===== src/rtl/burst_seq_pkg.sv =====
package burst_seq_pkg;
  typedef enum logic {
    ORD_LINEAR = 1'b0,
    ORD_XOR    = 1'b1
  } order_e;

  typedef enum logic [1:0] {
    ACT_HOLD = 2'd0,
    ACT_STEP = 2'd1,
    ACT_LOAD = 2'd2
  } act_e;
endpackage


===== src/rtl/burst_ctrl.sv =====
module burst_ctrl
  import burst_seq_pkg::*;
(
  input  logic proc_as_n,
  input  logic ctrl_as_n,
  input  logic adv_n,
  output act_e act
);
  // strobes take priority over advance
  always_comb begin
    if (!proc_as_n || !ctrl_as_n) act = ACT_LOAD;
    else if (!adv_n)              act = ACT_STEP;
    else                          act = ACT_HOLD;
  end
endmodule


===== src/rtl/burst_base_reg.sv =====
module burst_base_reg
  import burst_seq_pkg::*;
#(
  parameter int ADDR_W = 18
) (
  input  logic              clk,
  input  logic              rst_n,
  input  act_e              act,
  input  logic [ADDR_W-1:0] addr_in,
  output logic [ADDR_W-1:0] base
);
  always_ff @(posedge clk) begin
    if (!rst_n)               base <= '0;
    else if (act == ACT_LOAD) base <= addr_in;
  end
endmodule


===== src/rtl/burst_step_cnt.sv =====
module burst_step_cnt
  import burst_seq_pkg::*;
#(
  parameter int CNT_W = 2
) (
  input  logic             clk,
  input  logic             rst_n,
  input  act_e             act,
  output logic [CNT_W-1:0] beat
);
  localparam logic [CNT_W-1:0] ONE = CNT_W'(1);

  always_ff @(posedge clk) begin
    if (!rst_n) beat <= '0;
    else begin
      case (act)
        ACT_LOAD: beat <= '0;
        ACT_STEP: beat <= beat + ONE;  // wraps modulo 2**CNT_W
        default:  beat <= beat;
      endcase
    end
  end
endmodule


===== src/rtl/burst_order.sv =====
module burst_order
  import burst_seq_pkg::*;
#(
  parameter int CNT_W = 2
) (
  input  logic [CNT_W-1:0] start_lo,
  input  logic [CNT_W-1:0] beat,
  input  logic             order_xor,
  output logic [CNT_W-1:0] lo
);
  logic [CNT_W-1:0] lin_lo;
  logic [CNT_W-1:0] xor_lo;
  order_e           ord;

  assign lin_lo = start_lo + beat;
  assign xor_lo = start_lo ^ beat;
  assign ord    = order_e'(order_xor);

  always_comb begin
    case (ord)
      ORD_XOR: lo = xor_lo;
      default: lo = lin_lo;
    endcase
  end
endmodule


===== src/rtl/burst_addr_seq.sv =====
module burst_addr_seq
  import burst_seq_pkg::*;
#(
  parameter int ADDR_W = 18,
  parameter int CNT_W  = 2
) (
  input  logic              clk,
  input  logic              rst_n,
  input  logic              proc_as_n,
  input  logic              ctrl_as_n,
  input  logic              adv_n,
  input  logic              order_xor,
  input  logic [ADDR_W-1:0] addr_in,
  output logic [ADDR_W-1:0] addr_out
);
  localparam int UP_W = ADDR_W - CNT_W;

  act_e              act;
  logic [ADDR_W-1:0] base;
  logic [CNT_W-1:0]  beat;
  logic [CNT_W-1:0]  lo;

  burst_ctrl u_ctrl (
    .proc_as_n (proc_as_n),
    .ctrl_as_n (ctrl_as_n),
    .adv_n     (adv_n),
    .act       (act)
  );

  burst_base_reg #(.ADDR_W(ADDR_W)) u_base (
    .clk     (clk),
    .rst_n   (rst_n),
    .act     (act),
    .addr_in (addr_in),
    .base    (base)
  );

  burst_step_cnt #(.CNT_W(CNT_W)) u_cnt (
    .clk   (clk),
    .rst_n (rst_n),
    .act   (act),
    .beat  (beat)
  );

  burst_order #(.CNT_W(CNT_W)) u_ord (
    .start_lo  (base[CNT_W-1:0]),
    .beat      (beat),
    .order_xor (order_xor),
    .lo        (lo)
  );

  generate
    if (UP_W > 0) begin : g_up
      assign addr_out = {base[ADDR_W-1:CNT_W], lo};
    end else begin : g_lo_only
      assign addr_out = lo;
    end
  endgenerate
endmodule


===== config.mk =====
export PLATFORM = sky130hd
export DESIGN_NAME = burst_addr_seq
export DESIGN_NICKNAME = d
export VERILOG_FILES = /design/src/rtl/burst_seq_pkg.sv /design/src/rtl/burst_ctrl.sv /design/src/rtl/burst_base_reg.sv /design/src/rtl/burst_step_cnt.sv /design/src/rtl/burst_order.sv /design/src/rtl/burst_addr_seq.sv
export SDC_FILE = /design/constraint.sdc
export NUM_CORES = 1
export LEC_CHECK = 0
export BUFFER_PORTS_ARGS = -buffer_cell sky130_fd_sc_hd__buf_4
export CORE_UTILIZATION = 40
export CTS_BUF_LIST = sky130_fd_sc_hd__clkbuf_16
export CTS_CLUSTER_SIZE = 25
export DETAILED_ROUTE_END_ITERATION = 6
export PLACE_DENSITY = 0.73
export REMOVE_ABC_BUFFERS = 1
export SYNTH_ARGS = -nofsm -noshare
export SYNTH_HDL_FRONTEND = slang
export SYNTH_HIERARCHICAL = 1
export SYNTH_SLANG_ARGS = --single-unit

===== constraint.sdc =====
create_clock -name clk -period 1.17 [get_ports clk]
set_input_delay 0.234 -clock clk [delete_from_list [all_inputs] [get_ports clk]]
set_output_delay 0.234 -clock clk [all_outputs]
set_load 0.005 [all_outputs]

* Word level (Yosys, flattened, before mapping)
Index checks and enable logic that the tools add are counted.
Storage, ports and cells: register bits 20, output and inout port bits 18, bits of input ports 24, logic and storage cells 15
Cells by class: multiplexer cells 4, add/sub/neg operators 2, reduce and logical (&&, ||, !) cells 4, bitwise logic cells 1, eq/ne operators 2
Operator list (count):
- 2-to-1 mux 2 bit | 2
- one-hot mux 2 bit (2 select lines) | 1
- adder 2 x 1 -> 2 bit, second input constant | 1
- adder 2 bit | 1
- equality test 2 x 1 -> 1 bit, second input constant | 1
- equality test 2 bit, second input constant | 1
- zero test 1 bit | 2
- nonzero test 2 bit | 1
- XOR 2 bit | 1
- logical OR 1 bit | 1
- 2-to-1 mux 1 bit | 1

* Logic depth before layout (Yosys ltp)
Gate-level depths: netlist of the first run.
depth after elaboration 5, mapped depth 6

* Cells and area by module
Netlist of the first run, hierarchy kept.
By module, submodules not included:
- burst_base_reg | cells each 79, sequential area each 360.3 sq um, area an instance 752.0 sq um, times used 1
- burst_step_cnt | cells each 13, sequential area each 40.0 sq um, area an instance 107.6 sq um, times used 1
- burst_order | cells each 4, sequential area each 0.0 sq um, area an instance 36.3 sq um, times used 1
- burst_ctrl | cells each 2, sequential area each 0.0 sq um, area an instance 12.5 sq um, times used 1

* Least setup slack after synthesis of the first run
No wires, ideal clock.
path type input-to-reg, from input port ctrl_as_n, to register u_cnt.beat[0], library setup time 0.065 ns, data required time 1.105 ns, data arrival time 1.085 ns, path slack 0.020 ns, stages 5, cell sequence and3b_1 ha_1 nor3b_2 a21oi_1 nor2b_1
On the way: cells in the longest elaborated chain, start to end 5
Ends and longest elaborated chain:
- start: declaration | line burst_addr_seq.sv:10 | input logic ctrl_as_n,
- zero test 1 bit * | line burst_ctrl.sv:11 | if (!proc_as_n || !ctrl_as_n) act = ACT_LOAD;
- logical OR 1 bit * | line burst_ctrl.sv:11
- 2-to-1 mux 2 bit * | line burst_ctrl.sv:11
- equality test 2 x 1 -> 1 bit or equality test 2 bit (tied branches) | line burst_step_cnt.sv:16 | case (act)
- one-hot mux 2 bit (2 select lines) or nonzero test 2 bit (tied branches)
- end signal: assignment | line burst_step_cnt.sv:18 | ACT_STEP: beat <= beat + ONE;
- end signal: assignment | line burst_step_cnt.sv:19 | default: beat <= beat;
- end: declaration | line burst_step_cnt.sv:9 | output logic [CNT_W-1:0] beat
Mark *: on every way between the ends. The rest lies on a longest branch, timed or not. A chain may end at the register's enable or synchronous reset.

* Worst setup path in the final report of the first run
from register u_cnt.beat[0], to output port addr_out[1]
On the way: cells in the longest elaborated chain, start to end 2
Ends and longest elaborated chain:
- adder 2 bit | line burst_order.sv:15 | assign lin_lo = start_lo + beat;
- 2-to-1 mux 2 bit | line burst_order.sv:20 | case (ord)
- end: declaration | line burst_addr_seq.sv:14 | output logic [ADDR_W-1:0] addr_out
No other way between the ends.

==> impl_metrics.toml, run 1 <==
[critical_path]
r2r_start = "u_cnt/beat[0]"
path_buf_inv = 1
crit_chain = "ha_4 > nor2b_4 > xnor2_1 > buf_4"
crit_cells = 4
crit_end = "addr_out[1]"
crit_path_end_kind = "primary output"
r2r_slack_ps = 300
cp_top_family = "flip-flops"
r2r_end = "u_cnt/beat[1]"
cp.required_ps = 940
arrival_ps = 1090
critical_path.startpoint = "u_cnt/beat[0]"
critPathSlowestCell = "dfxtp_2"
path_class = "reg2out"
crit_fanout = 2
cpPeakStageDelay_ps = 330
r2r_cells = 4
critPathLaunchType = "flip-flop"

[outcome]
violations = "negative setup slack"
status = "finished with violations"

[drt]
drt_first_pass_iters = 4
wl_um = 1810
ant_nets = 0
viasPerCell = 4.57
drc_errors = 0
dr_total_vias = 758
avgRoutedWirePerCell_um = 10.9
drt_iter0_markers = 6

[clock_tree]
clkLatencyLatePin_ps = 250
clk_pin_slew_worst_paths_ps = 50
cts_buffer_depth = 2
cts_made_buffers = 3
postCtsSetupBuffers = 0
cts_htree_levels = 1
cts_root_buffer = "clkbuf_16"
cts_tree = "yes"
clock-sinks = 20

[flow_run]
drv_cap = 0

[pwr]
combPwrFrac_pct = 14.7
totalPowerFinal_mw = 1.96
p_leak_nw = 0.688
p_int_mw = 1.58
swShare_pct = 19.2
seqPwrFrac_pct = 38.6
peakVddDrop_mv = 1.02
p_per_area_nw_per_um2 = 1440
p_switching_mw = 0.375
clockPowerShare_pct = 46.7

[floorplanning]
ios = 42
fp.coreArea_um2 = 2040
initial_core_util_pct = 44.5
die_w_um = 49.7
rows = 16
die_h_um = 49.7
dieArea_um2 = 2470

[layout]
design_area_um2 = 1360
layout.cells.non_filler = 166
antenna_cells = 0
final_util_pct = 66.5
drive_gt1_share_pct = 38.8
final_nets = 166
areaGrowthSynthToFinish_pct = 49.6

[synthesis]
synth_cells = 98
synthXorXnorAreaFrac_pct = 1.93
netlist-cell-type-count = 17
synth-compound-area-share_pct = 1.65
synth_edf_count = 0
synth_top_family_by_area = "simple AND/OR/NAND/NOR gates"
synth.avg_cell_area_um2 = 9.27
yosys.area_share.adder_pct = 2.75
yosys.area_share.simple_pct = 22.0
synthMuxAreaShare_pct = 19.8
synth-main-ff-cell = "dfxtp_1"
syn-cell-area_um2 = 908
ys_seq_area_share_pct = 44.1
ys_ff_latch = 20
synth-async-reset-ratio_pct = 0
yosys_warnings = 6

[sta]
fin_tns_setup_ps = -153
rsz0062_at_grt = "true"
period_minus_slack_ps = 1320
fin_worst_skew_ps = 1.76
drv_slew = 0
slew_headroom_pct = 76.9
post-route-period-util_pct = 113
max_freq_mhz = 756
tightest_slew_ps = 347
hold_violations = 0
setup_violations = 1
worst_slack_ps = -153

[placement]
port_buffers = 41
hpwl_um = 1260
place_inst = 162
dpl_cell_area_um2 = 1210
gp_congestion = 0.618

[global_routing]
grtUsageTotal_pct = 16.2
met1_usage_pct = 19.1
use_met3_pct = 4.01
grt_pass1_wl_um = 3120
grt_pass1_vias = 766
antenna_found_initial = 0
grt_overflow = 0
grt_max_degree = 40
grt-busiest-layer = "met2"
grt_use_met2_pct = 28.8

[worst_hold_path]
worstHoldPathType = "in2reg"
[flip-flops by register name, indices dropped and copies added (netlist names)]
name,cells
u_base/base,18
u_cnt/beat,2
[power groups by stage]
| stage | Clock (mW) | Sequential (mW) | Combinational, mW |
|---|---|---|---|
| floorplan | 0 | 0.769 | 0.103 |
| CTS | 0.932 | 0.755 | 0.281 |
| global route | 0.966 | 0.760 | 0.316 |
| global placement | 0 | 0.765 | 0.270 |
| detailed placement | 0 | 0.767 | 0.278 |
| finish | 0.914 | 0.755 | 0.287 |
[cells in the mapped netlist (2+ instances only)]
master / number / area (µm²)
a21oi_1: 2 / 10.0
buf_12: 2 / 40.0
buf_2: 3 / 15.0
dfxtp_1: 20 / 400
ha_1: 2 / 25.0
inv_1: 2 / 7.51
mux2i_1: 18 / 180
nand2_1: 38 / 143
nor2b_1: 2 / 12.5
xnor2_1: 2 / 17.5
[worst register-to-register path, delay by kind of cell (launching register included)]
kind	cells	cell delay (ps)
flops	1	350
compound gates	2	230
buf+inv	2	170
[through the flow]
stage	hold slack, ps	worst slack, ps
2_1_floorplan	362	-5.84
3_3_place_gp	442	-118
3_5_place_dp	451	-174
4_1_cts	237	-169
5_1_grt	240	-195
6_report	236	-153
[worst min-delay path by stage]
stage / start / endpoint / cells after the start
after floorplan: rst_n / u_cnt/beat[0] / 1
after global routing: addr_in[5] / u_base/base[5] / 3
after detailed placement: u_base/base[3] / u_base/base[3] / 2
after CTS: addr_in[0] / u_base/base[0] / 3
after global placement: u_base/base[2] / u_base/base[2] / 2
final: addr_in[0] / u_base/base[0] / 3
[layout make-up]
class | instances | area, µm²
repair buffers | 43 | 339
clock inverters | 1 | 30.0
clock buffers | 3 | 75.1
fillers | 160 | 683
flip-flops and latches | 20 | 403
well taps | 27 | 33.8
multi-input cells | 70 | 470
inverters | 2 | 7.51
[cells in the final DEF, fill, tap and decap left out]
cell type	instances
nand4_1	1
mux2i_1	18
ha_4	2
buf_4	41
xnor2_1	2
dfxtp_1	18
a21oi_1	2
o21ai_0	1
inv_1	2
nand2_1	38
and3b_1	1
nor2b_4	2
buf_6	1
clkbuf_16	3
nor3b_2	1
nor2b_1	1
bufinv_16	1
nor2_1	1
dfxtp_2	2
buf_12	1
[cell families (layout without fill, tap and decap cells)]
kind of cell	after synthesis	after routing
buf+inv	8	49
compound gates	3	3
xor+xnor	2	2
mux	18	18
fa+ha+maj	2	2
simple gates	45	45
flops	20	20
[per-layer routing]
metal  part of all wire, %  wire (µm)  vias to the layer above
met5                     0          0                        -
li1                      -          -                      396
met3                   6.1        111                        0
met2                    49        889                       27
met4                     0          0                        0
met1                    45        809                      335
[timing repair]
item	4_1_cts	5_1_grt
endpoints found under the hold margin	0	0
endpoints found under the setup margin	2	3
gates resized for setup	6	2
hold buffers	0	0
pin swaps	1	1
(Power assumes the default switching activity.)
==> run 2, diff against run 1 <==
Settings changed: BUFFER_PORTS_ARGS -buffer_cell sky130_fd_sc_hd__buf_4 to -buffer_cell sky130_fd_sc_hd__buf_2, CORE_UTILIZATION 40 to 45, PLACE_DENSITY 0.73 to 0.77.
Clock period 1.17 ns to 1.25 ns, I/O delays scaled along.
==> impl_metrics.toml, run 2 (synthesis results as in run 1) <==
[sta]
max_freq_mhz = 746
post-route-period-util_pct = 107
rsz0062_at_grt = "true"
setup_violations = 1
period_minus_slack_ps = 1340
hold_violations = 0
fin_worst_skew_ps = 0.0323
drv_slew = 0
tightest_slew_ps = 207
slew_headroom_pct = 86.2
fin_tns_setup_ps = -90.2
worst_slack_ps = -90.2

[flow_run]
drv_cap = 0

[critical_path]
cp.required_ps = 1000
arrival_ps = 1090
cpPeakStageDelay_ps = 330
path_class = "reg2out"
critPathSlowestCell = "dfxtp_2"
crit_path_end_kind = "primary output"
critPathLaunchType = "flip-flop"
cp_top_family = "flip-flops"
crit_chain = "ha_2 > nor2b_4 > xnor2_1 > buf_2"
path_buf_inv = 1
crit_fanout = 2

[pwr]
p_leak_nw = 0.678
totalPowerFinal_mw = 1.79
p_per_area_nw_per_um2 = 1430
peakVddDrop_mv = 0.999

[floorplanning]
fp.coreArea_um2 = 1800
die_h_um = 46.9
initial_core_util_pct = 50.4
ios = 42
die_w_um = 46.9
dieArea_um2 = 2200
rows = 15

[layout]
layout.cells.non_filler = 167
mostFrequentLayoutCells = "buf_2 (41), nand2_1 (38), mux2i_1 (18), dfxtp_1 (18), buf_4 (4)"
fillers = 162
largest_reg_flops = 18
areaGrowthSynthToFinish_pct = 37.6
design_area_um2 = 1250
antenna_cells = 0
final_common_cell = "buf_2"
top_regs = "u_base/base (18), u_cnt/beat (2)"
final_nets = 169
drive_gt1_share_pct = 39.4
top_register = "u_base/base"

[global_routing]
antenna_found_initial = 0
grt_pass1_vias = 745
grt_max_degree = 23
grt_overflow = 0
grt_pass1_wl_um = 2880
grtUsageTotal_pct = 18.6

[drt]
drc_errors = 0
wl_um = 1850
dr_total_vias = 772
viasPerCell = 4.62
avgRoutedWirePerCell_um = 11.1
drt_iter0_markers = 8
ant_nets = 0
drt_first_pass_iters = 4

[clock_tree]
postCtsSetupBuffers = 0
cts_buffer_depth = 2
clock-sinks = 20
cts_made_buffers = 3
clk_pin_slew_worst_paths_ps = 50
cts_htree_levels = 1
clkLatencyLatePin_ps = 250
cts_root_buffer = "clkbuf_16"
cts_tree = "yes"

[placement]
place_ws_ps = -83.2
dpl_cell_area_um2 = 1130
gp_congestion = 0.657
port_buffers = 41
place_inst = 163

[outcome]
violations = "negative setup slack"
status = "finished with violations"

[worst_hold_path]
worstHoldPathType = "in2reg"
[run 2: changes by cell type in the layout (fill, tap and decap cells not counted)]
cell,change
buf_2,+41
buf_4,-37
ha_4,-2
buf_6,-1
ha_1,+1
ha_2,+1
[run 2: per-layer routing]
layer / wire [µm] / global-route usage, %
met1: 817 / 21.6
met2: 928 / 33.1
met3: 100 / 4.23
met4: 6 / 6.86
met5: 0 / 0
[run 2: worst paths after layout]
| kind | cells past startpoint | to | slack, ps | from |
|---|---|---|---|---|
| worst max-delay path | 4 | addr_out[1] | -90 | u_cnt/beat[0] |
| worst min register to register | 2 | u_base/base[13] | 460 | u_base/base[13] |
| worst min-delay path | 3 | u_base/base[12] | 250 | addr_in[12] |
| worst max register to register | 4 | u_cnt/beat[0] | 360 | u_cnt/beat[0] |
[run 2: repair_timing]
item,4_1_cts,5_1_grt
resized for setup,5,0
hold buffers,0,0
setup endpoints to repair,1,1
hold endpoints to repair,0,0
pin swaps,1,1
[run 2: power breakdown]
part           total (mW)  internal, mW  switching, mW
clock network       0.860         0.634          0.226
logic               0.226         0.121          0.105
registers           0.705         0.682         0.0226
total                1.79          1.44          0.353
[run 2: layout make-up]
type / count / area, µm² / area share [%]
multi-input combinational: 70 / 448 / 35.8
sequential: 20 / 403 / 32.2
timing repair buffer: 46 / 255 / 20.4
clock buffer: 3 / 75.1 / 6.01
tap: 25 / 31.3 / 2.50
clock inverter: 1 / 30.0 / 2.40
inverter: 2 / 7.51 / 0.601
[run 2: through the flow]
step           hold slack [ps]  util [%]
4_1_cts                    241      69.4
6_report                   246      69.4
5_1_grt                    248      69.4
3_3_place_gp               440      62.8
2_1_floorplan              378         -
3_5_place_dp               448      62.8
[run 2: worst reg2reg max path, stage by stage, from the launching register on]
cell and delay [ps]:
dfxtp_2 320, buf_4 140, nor3b_2 160, a21oi_1 70
nor2b_1 130
